### config.mk
export PLATFORM = sky130hd
export DESIGN_NAME = frame_clock_gen
export DESIGN_NICKNAME = d
export VERILOG_FILES = /design/src/rtl/fcg_pkg.sv /design/src/rtl/fcg_rst_sync.sv /design/src/rtl/fcg_pin_sync.sv /design/src/rtl/fcg_clk_div.sv /design/src/rtl/fcg_frame_ctr.sv /design/src/rtl/frame_clock_gen.sv
export SDC_FILE = /design/constraint.sdc
export NUM_CORES = 1
export LEC_CHECK = 0
export BUFFER_PORTS_ARGS = -buffer_cell sky130_fd_sc_hd__buf_4
export CAP_MARGIN = 30
export CORE_ASPECT_RATIO = 0.8
export CORE_MARGIN = 8
export CORE_UTILIZATION = 50
export CTS_CLUSTER_SIZE = 28
export DETAILED_ROUTE_END_ITERATION = 10
export GPL_TIMING_DRIVEN = 0
export HOLD_SLACK_MARGIN = 0.05
export PLACE_DENSITY = 0.77
export SLEW_MARGIN = 40
export SYNTH_ARGS = -nofsm -noshare
export SYNTH_HDL_FRONTEND = slang
export SYNTH_SLANG_ARGS = --single-unit
### constraint.sdc
create_clock -name clk -period 0.8 [get_ports clk]
set_input_delay 0.04 -clock clk [delete_from_list [all_inputs] [get_ports clk]]
set_output_delay 0.04 -clock clk [all_outputs]
set_load 0.03 [all_outputs]
### src/rtl/fcg_pkg.sv
package fcg_pkg;
  localparam int unsigned NUM_LANES = 4;

  typedef enum logic [1:0] {
    LANE_TX_CLK = 2'd0,
    LANE_RX_CLK = 2'd1,
    LANE_TX_FS  = 2'd2,
    LANE_RX_FS  = 2'd3
  } lane_e;

  typedef enum logic {
    FR_IDLE = 1'b0,
    FR_RUN  = 1'b1
  } frame_state_e;

  function automatic logic lane_is_clock(input int unsigned lane);
    return (lane == int'(LANE_TX_CLK)) || (lane == int'(LANE_RX_CLK));
  endfunction
endpackage

### src/rtl/fcg_rst_sync.sv
module fcg_rst_sync (
  input  logic clk,
  input  logic arst_n,
  output logic rst_n_o
);
  logic [1:0] stage_q;

  always_ff @(posedge clk or negedge arst_n) begin
    if (!arst_n) stage_q <= 2'b00;
    else         stage_q <= {stage_q[0], 1'b1};
  end

  assign rst_n_o = stage_q[1];
endmodule

### src/rtl/fcg_pin_sync.sv
module fcg_pin_sync #(
  parameter int unsigned STAGES = 2
) (
  input  logic clk,
  input  logic rst_n,
  input  logic pin_i,
  output logic level_o
);
  logic [STAGES-1:0] sh_q;
  logic [STAGES-1:0] sh_d;

  always_comb begin
    sh_d = {sh_q[STAGES-2:0], pin_i};
  end

  always_ff @(posedge clk or negedge rst_n) begin
    if (!rst_n) sh_q <= '0;
    else        sh_q <= sh_d;
  end

  assign level_o = sh_q[STAGES-1];
endmodule

### src/rtl/fcg_clk_div.sv
module fcg_clk_div #(
  parameter int unsigned DIV_W = 8
) (
  input  logic             clk,
  input  logic             rst_n,
  input  logic             en_i,
  input  logic             tick_i,
  input  logic [DIV_W-1:0] div_i,
  output logic             bclk_o,
  output logic             bit_end_o
);
  localparam logic [DIV_W-1:0] DIV_ONE = {{(DIV_W-1){1'b0}}, 1'b1};

  logic [DIV_W-1:0] cnt_q, cnt_d;
  logic             bclk_q, bclk_d;
  logic             wrap;

  always_comb begin
    wrap      = en_i && tick_i && (cnt_q >= div_i);
    cnt_d     = cnt_q;
    bclk_d    = bclk_q;
    if (!en_i) begin
      cnt_d  = '0;
      bclk_d = 1'b0;
    end else if (tick_i) begin
      if (wrap) begin
        cnt_d  = '0;
        bclk_d = ~bclk_q;
      end else begin
        cnt_d  = cnt_q + DIV_ONE;
      end
    end
    bit_end_o = wrap && bclk_q;
  end

  always_ff @(posedge clk or negedge rst_n) begin
    if (!rst_n) begin
      cnt_q  <= '0;
      bclk_q <= 1'b0;
    end else begin
      cnt_q  <= cnt_d;
      bclk_q <= bclk_d;
    end
  end

  assign bclk_o = bclk_q;


  bclk_moves_on_tick_chk: assert property (@(posedge clk) disable iff (!rst_n)
    !$stable(bclk_q) |-> ($past(tick_i) || !$past(en_i)));


  div_idle_when_off_chk: assert property (@(posedge clk) disable iff (!rst_n)
    !en_i |=> (!bclk_q && cnt_q == '0));
endmodule

### src/rtl/fcg_frame_ctr.sv
module fcg_frame_ctr
  import fcg_pkg::*;
#(
  parameter int unsigned FRAME_W = 8
) (
  input  logic               clk,
  input  logic               rst_n,
  input  logic               en_i,
  input  logic               periodic_i,
  input  logic               load_i,
  input  logic               bit_end_i,
  input  logic [FRAME_W-1:0] width_i,
  input  logic [FRAME_W-1:0] period_i,
  output logic               fs_o
);
  localparam logic [FRAME_W-1:0] FR_ONE = {{(FRAME_W-1){1'b0}}, 1'b1};

  frame_state_e      st_q, st_d;
  logic [FRAME_W-1:0] cnt_q, cnt_d;
  logic               pend_q, pend_d;
  logic               fs_q, fs_d;
  logic               want_frame;

  always_comb begin
    st_d       = st_q;
    cnt_d      = cnt_q;
    pend_d     = pend_q | load_i;
    fs_d       = fs_q;
    want_frame = periodic_i || pend_d;
    if (!en_i) begin
      st_d   = FR_IDLE;
      cnt_d  = '0;
      pend_d = 1'b0;
      fs_d   = 1'b0;
    end else if (bit_end_i) begin
      if (st_q == FR_IDLE) begin
        if (want_frame) begin
          st_d   = FR_RUN;
          cnt_d  = '0;
          pend_d = 1'b0;
        end
      end else if (cnt_q >= period_i) begin
        cnt_d = '0;
        if (want_frame) pend_d = 1'b0;
        else            st_d   = FR_IDLE;
      end else begin
        cnt_d = cnt_q + FR_ONE;
      end
      fs_d = (st_d == FR_RUN) && (cnt_d <= width_i);
    end
  end

  always_ff @(posedge clk or negedge rst_n) begin
    if (!rst_n) begin
      st_q   <= FR_IDLE;
      cnt_q  <= '0;
      pend_q <= 1'b0;
      fs_q   <= 1'b0;
    end else begin
      st_q   <= st_d;
      cnt_q  <= cnt_d;
      pend_q <= pend_d;
      fs_q   <= fs_d;
    end
  end

  assign fs_o = fs_q;


  fs_moves_on_bit_end_chk: assert property (@(posedge clk) disable iff (!rst_n)
    !$stable(fs_q) |-> ($past(bit_end_i) || !$past(en_i)));


  fs_active_at_count0_chk: assert property (@(posedge clk) disable iff (!rst_n)
    (st_q == FR_RUN && cnt_q == '0) |-> fs_q);


  idle_means_quiet_chk: assert property (@(posedge clk) disable iff (!rst_n)
    (st_q == FR_IDLE) |-> !fs_q);
endmodule

### src/rtl/frame_clock_gen.sv
module frame_clock_gen
  import fcg_pkg::*;
#(
  parameter int unsigned DIV_W   = 8,
  parameter int unsigned FRAME_W = 8,
  parameter int unsigned SYNC_STAGES = 2
) (
  input  logic               clk,
  input  logic               rst_n,
  input  logic               gen_en,
  input  logic               fs_en,
  input  logic               fs_periodic,
  input  logic               src_ext,
  input  logic [DIV_W-1:0]   clk_div,
  input  logic [FRAME_W-1:0] fs_width,
  input  logic [FRAME_W-1:0] fs_period,
  input  logic               load_pulse,
  input  logic               tx_clk_sel_int,
  input  logic               rx_clk_sel_int,
  input  logic               tx_fs_sel_int,
  input  logic               rx_fs_sel_int,
  input  logic               tx_clk_pin,
  input  logic               rx_clk_pin,
  input  logic               tx_fs_pin,
  input  logic               rx_fs_pin,
  output logic               gen_bclk,
  output logic               gen_fs,
  output logic               tx_clk_o,
  output logic               rx_clk_o,
  output logic               tx_fs_o,
  output logic               rx_fs_o
);
  logic                 rst_int_n;
  logic [NUM_LANES-1:0] pin_vec, pin_sync, sel_vec, lane_out;
  logic                 rx_prev_q;
  logic                 src_tick;
  logic                 bit_end;
  logic                 fs_run_en;

  fcg_rst_sync u_rst (
    .clk     (clk),
    .arst_n  (rst_n),
    .rst_n_o (rst_int_n)
  );

  assign pin_vec[LANE_TX_CLK] = tx_clk_pin;
  assign pin_vec[LANE_RX_CLK] = rx_clk_pin;
  assign pin_vec[LANE_TX_FS]  = tx_fs_pin;
  assign pin_vec[LANE_RX_FS]  = rx_fs_pin;
  assign sel_vec[LANE_TX_CLK] = tx_clk_sel_int;
  assign sel_vec[LANE_RX_CLK] = rx_clk_sel_int;
  assign sel_vec[LANE_TX_FS]  = tx_fs_sel_int;
  assign sel_vec[LANE_RX_FS]  = rx_fs_sel_int;

  for (genvar g = 0; g < NUM_LANES; g++) begin : g_lane
    fcg_pin_sync #(.STAGES(SYNC_STAGES)) u_sync (
      .clk     (clk),
      .rst_n   (rst_int_n),
      .pin_i   (pin_vec[g]),
      .level_o (pin_sync[g])
    );
    if (lane_is_clock(g)) begin : g_clk
      assign lane_out[g] = sel_vec[g] ? gen_bclk : pin_sync[g];
    end else begin : g_fs
      assign lane_out[g] = sel_vec[g] ? gen_fs : pin_sync[g];
    end
  end

  always_ff @(posedge clk or negedge rst_int_n) begin
    if (!rst_int_n) rx_prev_q <= 1'b0;
    else            rx_prev_q <= pin_sync[LANE_RX_CLK];
  end

  always_comb begin
    if (src_ext) src_tick = pin_sync[LANE_RX_CLK] && !rx_prev_q;
    else         src_tick = 1'b1;
    fs_run_en = gen_en && fs_en;
  end

  fcg_clk_div #(.DIV_W(DIV_W)) u_div (
    .clk       (clk),
    .rst_n     (rst_int_n),
    .en_i      (gen_en),
    .tick_i    (src_tick),
    .div_i     (clk_div),
    .bclk_o    (gen_bclk),
    .bit_end_o (bit_end)
  );

  fcg_frame_ctr #(.FRAME_W(FRAME_W)) u_frame (
    .clk        (clk),
    .rst_n      (rst_int_n),
    .en_i       (fs_run_en),
    .periodic_i (fs_periodic),
    .load_i     (load_pulse),
    .bit_end_i  (bit_end),
    .width_i    (fs_width),
    .period_i   (fs_period),
    .fs_o       (gen_fs)
  );

  assign tx_clk_o = lane_out[LANE_TX_CLK];
  assign rx_clk_o = lane_out[LANE_RX_CLK];
  assign tx_fs_o  = lane_out[LANE_TX_FS];
  assign rx_fs_o  = lane_out[LANE_RX_FS];


  fs_needs_both_chk: assert property (@(posedge clk) disable iff (!rst_int_n)
    !fs_en |=> !gen_fs);


  stop_all_chk: assert property (@(posedge clk) disable iff (!rst_int_n)
    (!gen_en && !fs_en) |=> (!gen_bclk && !gen_fs));


  ext_static_no_tick_chk: assert property (@(posedge clk) disable iff (!rst_int_n)
    (src_ext && $stable(pin_sync[LANE_RX_CLK]) && gen_en && $past(gen_en)) |=> $stable(gen_bclk));
endmodule

==> metrics.txt <==
relative slew slack=0.4310; initial antenna violation count=0; Area Overhead vs Synth=57.38%; synthesized area=approximately 2200 sq um; worst skew pair latency=about 280 ps; unrepaired setup endpoints after global routing=true; Syn Area/Cell=between 8 and 9 sq um; Die H=75.63 microns; Netlist cell types=42; min-delay worst type=in -> async; outcome=finished with violations; routed wire length=slightly above 7 mm; number of global-route vias before repair=2322; Slew Viols, Final=0; crit-path max FO=8; Reg power frac=0.473; Core Util, Final=0.8267; hpwl dp=4.354 mm; Sw Share=0.2629; LEAKAGE=1.543 nW; Comb power frac=0.202; dpl cells=between 300 and 400; layout cells sized above 1=0.4193; drt drc=0; Worst Path Class, Setup=reg -> reg; post-synth top area share=0.3491; CTS Buffer Depth=2; grt ovf=0; Initial Util=0.5253; FMAX=~370 MHz; number of routed nets with antenna violations=0; Worst Slack Setup Final=-1882 ps; Ys Warns=0; Clock power frac=0.325; setup violators final=26; fraction of registers with async set/reset=1.000; PD cells=1011 nW/um^2; CTS root buf=clkbuf_8; Hold WS=82.21 ps; Initial DRC Count=330; Hold Fails Final Rpt=0; Pint=approximately 2.6 mW; Cells after Synth=between 200 and 300; Filler cells=240; CP Launch Type=register; first-pass GRT wire length=around 11 mm; Arrival @ worst endpoint=approximately 2800 ps; total I/O pin count=45; GP Congestion=between 0.8 and 0.9; Via density=between 6 and 7; main area contributors after synthesis=dfrtp_1, ha_1, inv_1, nand2_1, o21ai_1; Max-Cap Viols=0; post-synth top area cell=dfrtp_1; Final period util=3.353; Num CTS Buffers=5; Final #Nets=417; Vias=between 2000 and 3000; failing checks=negative setup slack; minimum clock period=roughly 2700 ps; drt pass-1 iters=5; Worst Setup End Kind=register; Core Footprint=roughly 4200 sq um; worst-margin pin slew=853.5 ps; Final Instance Count excl. Fillers=410; row count=21; final setup TNS=-30130 ps; Syn Nets=approximately 330; clock slew at reported path FFs=roughly 70 ps; largest net degree at the start of global routing=30; WL/cell=between 15 and 20 microns; most frequent cells after synthesis=dfrtp_1, inv_1, ha_1, nand2_1, o21ai_1; # clock sinks=31; Die W=a little over 90 microns; ys flop type=dfrtp_1; CTS tree=yes; Crit path required time=between 900 and 1000 ps; total track usage=0.1942; post-synthesis sequential area ratio=0.3491; sw power=0.9297 mW; Final Skew=9.780 ps; die area=between 6000 and 7000 sq um; PortBufs=44; # H-tree levels=2; Yosys reg bits=31; ANT cells=0; Peak VDD IR=roughly 0.0012 V; Post-synth EDFFs=0
-- worst paths after layout --
check                                      start                to  slack [ps]  depth (start not counted)
worst min register to register  u_rst.stage_q[1]  u_frame.cnt_q[4]         240                          0
worst min-delay path                       rst_n  u_rst.stage_q[1]          80                          2
worst max-delay path            u_frame.cnt_q[7]      u_frame.fs_o       -1880                         13
max in group asynchronous       u_rst.stage_q[1]    u_div.cnt_q[2]         260                          0
min in group clk                      load_pulse    u_frame.pend_q         110                          3
worst max register to register  u_frame.cnt_q[7]      u_frame.fs_o       -1880                         13
-- flip-flops by register name (all words and copies together) (netlist names) --
| name | cells |
|---|---|
| rx_prev_q | 1 |
| u_div.bclk_o | 1 |
| u_frame.cnt_q | 8 |
| u_div.cnt_q | 8 |
| u_frame.fs_o | 1 |
| g_lane.u_sync.sh_q | 8 |
| u_frame.st_q | 1 |
| u_rst.stage_q | 2 |
| u_frame.pend_q | 1 |
-- layout make-up --
cell class | instances | area [sq um] | area share
sequential | 31 | 790.8 | 0.2261
buffer | 11 | 75.07 | 0.02147
clock buffer | 7 | 76.32 | 0.02182
clock inverter | 1 | 5.005 | 0.001431
multi-input combinational | 187 | 1648 | 0.4712
inverter | 32 | 120.1 | 0.03435
tap | 57 | 71.32 | 0.02039
timing repair buffer | 84 | 710.7 | 0.2032
-- what timing repair did --
item                       4_1_cts  5_1_grt
setup buffers                   18       18
hold buffers                     5        0
hold endpoints to repair         6        0
pin swaps                       26       25
setup endpoints to repair       26       55
gates resized for setup         41       38
-- worst max-delay path, stage by stage, from the launching register on --
cell      delay [ps]
dfrtp_1          470
ha_1             340
inv_1             60
o21ai_2          240
a21oi_4           70
clkbuf_8         150
buf_6            130
nand2_1           80
a31oi_1          100
ha_1             330
nand4_1          130
a21o_1           190
a21oi_2          180
o31ai_1           80
-- through the flow --
| step | power [mW] | setup slack [ps] | instance area (sq um) |
|---|---|---|---|
| after detailed placement | 2.239 | -2265 | 2713 |
| after floorplan | 2.000 | -1777 | 2306 |
| after CTS | 3.452 | -1940 | 3179 |
| after global routing | 3.716 | -2004 | 3497 |
| final | 3.537 | -1882 | 3497 |
| after global placement | 2.222 | -2179 | 2708 |
-- cells by family after synthesis --
kind of cell | Yosys count | share of synthesized area
AO/OA/AOI/OAI | 76 | 0.2342
adder cells (fa/ha/maj) | 26 | 0.1464
buffers and inverters | 44 | 0.07714
flip-flops | 31 | 0.3491
multiplexers | 3 | 0.01520
other | 1 | 0.001688
AND/OR/NAND/NOR | 81 | 0.1762
-- routing by layer --
metal / wire, microns / track usage
met5: 0 / 0
met4: 263 / 0.08824
met3: 843 / 0.06496
met2: 3330 / 0.3169
met1: 2754 / 0.2314
-- cells in the final DEF, fill, tap and decap left out, drive strengths merged --
cell / synthesis / layout
nand2b: 1 / 1
inv: 32 / 32
o31ai: 2 / 2
a31oi: 11 / 11
o22ai: 5 / 5
mux2: 3 / 3
buf: 7 / 85
a21oi: 14 / 14
dlygate4sd3: 0 / 5
a2111oi: 7 / 7
o211a: 1 / 1
or2: 1 / 1
nor2: 12 / 12
o21ai: 19 / 19
conb: 1 / 1
a22o: 1 / 1
clkinv: 0 / 1
nor2b: 2 / 2
a41oi: 2 / 2
o311ai: 1 / 1
a211oi: 3 / 3
o21a: 3 / 3
o2111a: 1 / 1
and2: 2 / 2
a21o: 1 / 1
ha: 26 / 26
nand4: 10 / 10
or4: 1 / 1
clkbuf: 5 / 12
a21boi: 1 / 1
nor3b: 1 / 1
dfrtp: 31 / 31
nand2: 26 / 26
nor3: 5 / 5
o211ai: 4 / 4
and3: 5 / 5
nand3: 13 / 13
or3: 2 / 2
-- power by group through the flow --
stage | Combinational, mW | Sequential [mW] | Clock, mW
6_report | 0.714 | 1.67 | 1.15
5_1_grt | 0.773 | 1.69 | 1.26
4_1_cts | 0.605 | 1.68 | 1.17
3_5_place_dp | 0.530 | 1.71 | 0
3_3_place_gp | 0.515 | 1.71 | 0
2_1_floorplan | 0.309 | 1.69 | 0
Note: power is estimated with default switching activity, not from simulation.
